--- src/rtl/ea_pkg.sv ---
package ea_pkg;
  localparam int MODE_W = 4;

  typedef enum logic [MODE_W-1:0] {
    M_IMP  = 4'd0,
    M_ACC  = 4'd1,
    M_IMM  = 4'd2,
    M_ZP   = 4'd3,
    M_ZPX  = 4'd4,
    M_ZPY  = 4'd5,
    M_ABS  = 4'd6,
    M_ABSX = 4'd7,
    M_ABSY = 4'd8,
    M_INDX = 4'd9,
    M_INDY = 4'd10,
    M_IND  = 4'd11,
    M_REL  = 4'd12
  } ea_mode_e;

  typedef enum logic [2:0] {
    S_IDLE,
    S_OPLO,
    S_OPHI,
    S_PLO,
    S_PHI,
    S_FIN
  } ea_state_e;

  function automatic logic picks_x(ea_mode_e m);
    return (m == M_ZPX) || (m == M_ABSX) || (m == M_INDX);
  endfunction

  function automatic logic zp_pointer(ea_mode_e m);
    return (m == M_INDX) || (m == M_INDY);
  endfunction
endpackage

--- src/rtl/ea_adder.sv ---
module ea_adder #(
  parameter int AW = 16,
  parameter int DW = 8
) (
  input  logic [AW-1:0] base,
  input  logic [AW-1:0] off,
  output logic [AW-1:0] sum,
  output logic          page_cross
);
  assign sum        = base + off;
  assign page_cross = (sum[AW-1:DW] != base[AW-1:DW]);
endmodule

--- src/rtl/ea_gen.sv ---
module ea_gen
  import ea_pkg::*;
#(
  parameter int AW = 16,
  parameter int DW = 8
) (
  input  logic              clk,
  input  logic              rst_n,
  input  logic              cmd_valid,
  output logic              cmd_ready,
  input  logic [MODE_W-1:0] cmd_mode,
  input  logic [DW-1:0]     cmd_x,
  input  logic [DW-1:0]     cmd_y,
  input  logic [AW-1:0]     cmd_pc,
  output logic              rd_req,
  output logic [AW-1:0]     rd_addr,
  input  logic              rd_ack,
  input  logic [DW-1:0]     rd_data,
  output logic              done,
  output logic [AW-1:0]     ea,
  output logic [AW-1:0]     pc_next,
  output logic              page_penalty
);
  localparam int HW = AW - DW;

  ea_state_e       state;
  ea_mode_e        mode_q;
  ea_mode_e        cmd_m;
  logic [DW-1:0]   x_q, y_q, lo_q, idx;
  logic [AW-1:0]   pc_q, ptr_q, ea_q;
  logic            pen_q;

  logic [AW-1:0]   a_base, a_off, a_sum;
  logic            a_cross;
  logic [AW-1:0]   inc_sum, ptr_hi_addr;
  logic            inc_cross;
  logic [DW-1:0]   zp_sum;
  logic            accept;

  assign cmd_m  = ea_mode_e'(cmd_mode);
  assign accept = cmd_valid && cmd_ready;
  assign idx    = picks_x(mode_q) ? x_q : y_q;
  assign zp_sum = rd_data + idx;

  // Index / relative adder
  always_comb begin
    if (state == S_OPLO) begin
      a_base = pc_q + 1'b1;
      a_off  = {{HW{rd_data[DW-1]}}, rd_data};
    end else begin
      a_base = {rd_data, lo_q};
      a_off  = {{HW{1'b0}}, idx};
    end
  end

  ea_adder #(.AW(AW), .DW(DW)) u_idx_add (
    .base(a_base), .off(a_off), .sum(a_sum), .page_cross(a_cross)
  );

  // Pointer high-byte address
  ea_adder #(.AW(AW), .DW(DW)) u_ptr_inc (
    .base(ptr_q), .off({{(AW-1){1'b0}}, 1'b1}), .sum(inc_sum), .page_cross(inc_cross)
  );

  assign ptr_hi_addr = (zp_pointer(mode_q) && inc_cross) ?
                       {ptr_q[AW-1:DW], inc_sum[DW-1:0]} : inc_sum;

  assign cmd_ready = (state == S_IDLE);
  assign rd_req    = (state == S_OPLO) || (state == S_OPHI) ||
                     (state == S_PLO)  || (state == S_PHI);
  always_comb begin
    case (state)
      S_OPLO, S_OPHI: rd_addr = pc_q;
      S_PHI:          rd_addr = ptr_hi_addr;
      default:        rd_addr = ptr_q;
    endcase
  end

  assign done         = (state == S_FIN);
  assign ea           = ea_q;
  assign pc_next      = pc_q;
  assign page_penalty = pen_q;

  always_ff @(posedge clk) begin
    if (!rst_n) begin
      state  <= S_IDLE;
      mode_q <= M_IMP;
      x_q    <= '0;
      y_q    <= '0;
      lo_q   <= '0;
      pc_q   <= '0;
      ptr_q  <= '0;
      ea_q   <= '0;
      pen_q  <= 1'b0;
    end else begin
      case (state)
        S_IDLE: if (accept) begin
          mode_q <= cmd_m;
          x_q    <= cmd_x;
          y_q    <= cmd_y;
          pc_q   <= cmd_pc;
          pen_q  <= 1'b0;
          ea_q   <= '0;
          case (cmd_m)
            M_IMM: begin
              ea_q  <= cmd_pc;
              pc_q  <= cmd_pc + 1'b1;
              state <= S_FIN;
            end
            M_ZP, M_ZPX, M_ZPY, M_ABS, M_ABSX, M_ABSY,
            M_INDX, M_INDY, M_IND, M_REL: state <= S_OPLO;
            default: state <= S_FIN;
          endcase
        end
        S_OPLO: if (rd_ack) begin
          lo_q <= rd_data;
          pc_q <= pc_q + 1'b1;
          case (mode_q)
            M_ZP: begin
              ea_q  <= {{HW{1'b0}}, rd_data};
              state <= S_FIN;
            end
            M_ZPX, M_ZPY: begin
              ea_q  <= {{HW{1'b0}}, zp_sum};
              state <= S_FIN;
            end
            M_REL: begin
              ea_q  <= a_sum;
              state <= S_FIN;
            end
            M_INDX: begin
              ptr_q <= {{HW{1'b0}}, zp_sum};
              state <= S_PLO;
            end
            M_INDY: begin
              ptr_q <= {{HW{1'b0}}, rd_data};
              state <= S_PLO;
            end
            default: state <= S_OPHI;
          endcase
        end
        S_OPHI: if (rd_ack) begin
          pc_q <= pc_q + 1'b1;
          case (mode_q)
            M_ABS: begin
              ea_q  <= {rd_data, lo_q};
              state <= S_FIN;
            end
            M_ABSX, M_ABSY: begin
              ea_q  <= a_sum;
              pen_q <= a_cross;
              state <= S_FIN;
            end
            default: begin
              ptr_q <= {rd_data, lo_q};
              state <= S_PLO;
            end
          endcase
        end
        S_PLO: if (rd_ack) begin
          lo_q  <= rd_data;
          state <= S_PHI;
        end
        S_PHI: if (rd_ack) begin
          if (mode_q == M_INDY) begin
            ea_q  <= a_sum;
            pen_q <= a_cross;
          end else begin
            ea_q <= {rd_data, lo_q};
          end
          state <= S_FIN;
        end
        default: state <= S_IDLE;
      endcase
    end
  end


  done_pulse_chk: assert property (@(posedge clk) disable iff (!rst_n)
    done |=> !done);


  rd_hold_chk: assert property (@(posedge clk) disable iff (!rst_n)
    (rd_req && !rd_ack) |=> (rd_req && $stable(rd_addr)));


  ready_excl_chk: assert property (@(posedge clk) disable iff (!rst_n)
    cmd_ready |-> (!rd_req && !done));


  zp_page_chk: assert property (@(posedge clk) disable iff (!rst_n)
    (done && (mode_q == M_ZP || mode_q == M_ZPX || mode_q == M_ZPY))
      |-> (ea[AW-1:DW] == '0));


  pen_mode_chk: assert property (@(posedge clk) disable iff (!rst_n)
    (done && page_penalty) |-> (mode_q == M_ABSX || mode_q == M_ABSY || mode_q == M_INDY));


  imp_fast_chk: assert property (@(posedge clk) disable iff (!rst_n)
    (accept && (cmd_mode <= 4'd1 || cmd_mode >= 4'd13)) |=> (done && !rd_req && ea == '0));


  imm_chk: assert property (@(posedge clk) disable iff (!rst_n)
    (accept && cmd_mode == 4'd2) |=> (done && ea == $past(cmd_pc)));
endmodule

--- config.mk ---
export PLATFORM = sky130hd
export DESIGN_NAME = ea_gen
export DESIGN_NICKNAME = d
export VERILOG_FILES = /design/src/rtl/ea_pkg.sv /design/src/rtl/ea_adder.sv /design/src/rtl/ea_gen.sv
export SDC_FILE = /design/constraint.sdc
export NUM_CORES = 1
export LEC_CHECK = 0
export BUFFER_PORTS_ARGS = -buffer_cell sky130_fd_sc_hd__buf_4
export CELL_PAD_IN_SITES_DETAIL_PLACEMENT = 0
export CELL_PAD_IN_SITES_GLOBAL_PLACEMENT = 1
export CORE_ASPECT_RATIO = 0.7
export CORE_MARGIN = 2
export CORE_UTILIZATION = 43
export DETAILED_ROUTE_END_ITERATION = 8
export GPL_TIMING_DRIVEN = 0
export PLACE_DENSITY_LB_ADDON = 0.1
export SETUP_SLACK_MARGIN = 0.2
export SKIP_LAST_GASP = 1
export SLEW_MARGIN = 0
export SYNTH_ARGS = -nofsm -noshare
export SYNTH_HDL_FRONTEND = slang
export SYNTH_SLANG_ARGS = --single-unit
export TNS_END_PERCENT = 10
--- constraint.sdc ---
create_clock -name clk -period 4.5 [get_ports clk]
set_input_delay 0.675 -clock clk [delete_from_list [all_inputs] [get_ports clk]]
set_output_delay 0.675 -clock clk [all_outputs]
set_load 0.01 [all_outputs]
==> results.cfg <==
[run_status]
status = finished, final reports clean

[route]
viasPerCell = 5.93
drt-initial-drc-count = 845
vias = 7121
wirelength_um = 25000
first_pass_iters = 8
ant_nets = 0
wl_per_cell_um = 20.8
drc_errors = 0

[worst_setup_path]
worstPathCellList = buf_2 > xor2_2 > o32a_1 > buf_2 > mux2_2 > nor2_1 > nor2_1 > ha_2 > fa_1 > a21o_1 > a221oi_4 > o21ai_1 > a31oi_1 > xnor2_1 > xnor2_1 > nor4b_2 > a31oi_1
max_stage_delay_ns = 0.42
r2r.worst_path.cells = 17
path_class = flop to flop
reg2reg_from = mode_q[0]$_SDFFE_PN0P_
crit_slowest_cell = fa_1
crit_path_start_kind = flop
cp.arrival_ns = 4.43
crit_path_end_kind = flop
rrSetupSlack_ns = 0.30
critical_path_required_ns = 4.73
cp_max_fo = 10
r2r-end = page_penalty$_SDFFE_PN0P_

[synthesis]
yosys.area.top_type = dfxtp_1
ys_seq_area_share_pct = 24.0
synth_area_leaders = dfxtp_1, nand2_1, o21ai_0
syn-instance-count = 887
async_flop_share_pct = 0
muxShareOfSynthArea_pct = 2.68
synth_flop_cell = dfxtp_1
synth_top_cell_area_share_pct = 24.0
synth_top_family_by_area = compound AO/OA/AOI/OAI gates
synth_edf_count = 0
synth-xor-area-share_pct = 7.34
yosysWarnings = 0
syn_area_um2 = 6690
synth_cell_types = 77
syn_nets = 964
synth_compound_area_share_pct = 29.2
synth_adder_area_share_pct = 5.65
synth_area_per_cell_um2 = 7.54
synth-seq-cells = 80
synthSimpleGateAreaFrac_pct = 25.7

[power_and_ir_drop]
ir_drop_mv = 0.242
seq_power_share_pct = 21.6
sw_frac_of_total_pct = 48.9
power_density_nw_per_um2 = 633
p_int_w = 0.00260
leakage_nw = 3.31
combPwrFrac_pct = 62.6
p_sw_w = 0.00249
finalPower_w = 0.00510
pwr-share-clk_pct = 15.7

[die]
ios = 100
std_cell_rows = 38
die_w_um = 153
start_util_pct = 43.5
dieArea_um2 = 16600
die-height_um = 108
coreArea_um2 = 15400

[run]
maxCapViolCount = 0

[timing]
relSlewSlack_pct = 22.3
period_minus_slack_ns = 4.20
whs_ns = 0.462
finalCritPeriodShare_pct = 93.4
slew_viol_final = 0
worst_slack_ns = 0.299
max_freq_mhz = 238
tightest_slew_ns = 1.16
clock-skew-final_ns = 0.00947
rsz0062_at_grt = yes
final_hold_viol_count = 0
finalSetupViolCount = 0

[worst_hold_path]
whs_endpoint = x_q[2]$_SDFFE_PN0P_
worstHoldPathCells = 2
hold_path.class = flop to flop
hold_start = x_q[2]$_SDFFE_PN0P_

[clocking]
htree_levels = 3
clkTransAtPathRegs_ns = 0.06
cts_sinks = 80
cts_buffers = 9
cts_tree = done
ctsHoldBuffers = 0
clock_latency_ns = 0.36
cts_buffer_depth = 2
cts_root_buffer = clkbuf_16

[place]
post-dp-hpwl_um = 19100
dp_slack_ns = -0.497
placed_area_um2 = 7660
globalplace.congestion = 0.949
port_buffers = 96

[grt]
grt_pass1_vias = 6364
antenna_found_initial = 0
grt_max_degree = 14
grt_pass1_wl_um = 38300
overflow = 0
grt.total_usage_pct = 30.4

[final_layout]
nets = 1073
area_growth_syn_to_layout_pct = 20.5
final_cell_area_um2 = 8060
drive_gt1_share_pct = 17.0
num_antenna_cells = 0
## layout by cell type, fill, tap and decap left out, drive strengths merged, types with 10 or more instances in the layout
master / count
a21boi: 37
nand3: 28
and3: 11
a211oi: 14
nor3: 20
a221o: 12
nor2: 69
clkbuf: 50
nor2b: 24
a21oi: 45
a22oi: 21
o21ai: 68
nand2: 143
dfxtp: 80
mux2i: 10
buf: 118
a222oi: 12
ha: 27
xnor2: 31
a31oi: 10
xor2: 25
nand4: 14
o211a: 11
## area by class of cell
type | instances | area [um2]
Clock buffer | 11 | 233
Fill cell | 1546 | 7300
Sequential cell | 80 | 1600
Inverter | 9 | 33.8
Timing Repair Buffer | 98 | 736
Multi-Input combinational cell | 737 | 4770
Buffer | 61 | 347
Tap cell | 200 | 250
Clock inverter | 5 | 81.3
## state kept, by name, summed over array words and instances (netlist names)
register and cells:
ea 16, lo_q 8, mode_q 4, page_penalty 1, pc_next 16, ptr_q 16, state 3, x_q 8
y_q 8
## critical path: cells and delay by family (launching register included)
kind	cells	cell delay [ns]
multiplexers	1	0.37
adder cells (fa/ha/maj)	2	0.62
AO/OA/AOI/OAI	6	1.27
flip-flops	1	0.30
buffers and inverters	2	0.45
XOR/XNOR	3	0.66
AND/OR/NAND/NOR	3	0.40
## cells in the mapped netlist (all sizes together), types with 8 or more instances
library cell / n
nand2: 143
dfxtp: 80
nor2: 69
o21ai: 68
a21oi: 45
clkbuf: 39
a21boi: 37
xnor2: 31
nand3: 28
ha: 27
xor2: 25
nor2b: 24
a22oi: 21
buf: 20
nor3: 20
a211oi: 14
nand4: 14
a221o: 12
a222oi: 12
and3: 11
o211a: 11
a31oi: 10
mux2i: 10
a21o: 8
inv: 8
nand2b: 8
## routing by layer
layer / part of all wire, % / global-route usage [%] / up-vias
li1: - / - / 3480
met1: 48 / 45.5 / 3259
met2: 39 / 41.7 / 353
met3: 12 / 9.38 / 29
met4: 1.7 / 7.80 / 0
met5: 0 / 0 / -
## power groups by stage
stage	Combinational, W	Clock [W]	Sequential [W]
after floorplan	0.00199	0	0.00109
after global placement	0.00304	0	0.00110
after detailed placement	0.00304	0	0.00111
after CTS	0.00308	0.000810	0.00109
after global routing	0.00350	0.000834	0.00113
final	0.00319	0.000801	0.00110
## timing repair
item | in CTS | in global routing
setup endpoints to repair | 10 | 10
buffers inserted | 0 | 2
pin swaps | 1 | 2
resized for setup | 8 | 11
## cell families (layout without fill, tap and decap cells)
group           count (synthesis)  after routing
compound gates                282            282
xor+xnor                       56             56
fa+ha+maj                      29             29
buf+inv                        70            184
flops                          80             80
mux                            17             17
simple gates                  353            353
## worst max-delay path by stage
stage,depth (start not counted),from,endpoint
after CTS,14,state[2]$_SDFFE_PN0P_,ea[13]$_SDFFE_PN0P_
final,17,mode_q[0]$_SDFFE_PN0P_,page_penalty$_SDFFE_PN0P_
after detailed placement,17,state[0]$_SDFFE_PN0P_,page_penalty$_SDFFE_PN0P_
after global routing,18,state[0]$_SDFFE_PN0P_,page_penalty$_SDFFE_PN0P_
after global placement,17,state[0]$_SDFFE_PN0P_,page_penalty$_SDFFE_PN0P_
after floorplan,17,state[0]$_SDFFE_PN0P_,page_penalty$_SDFFE_PN0P_
## per-stage QoR
stage	utilization, %	TNS, ns	instances
global route	52.5	0	1201
CTS	52.1	0	1199
detailed placement	49.9	-1.28	1183
finish	52.5	0	1201
global placement	49.9	-1.19	1183
floorplan	-	0	887
No activity file was read; power rests on OpenSTA's default activity.
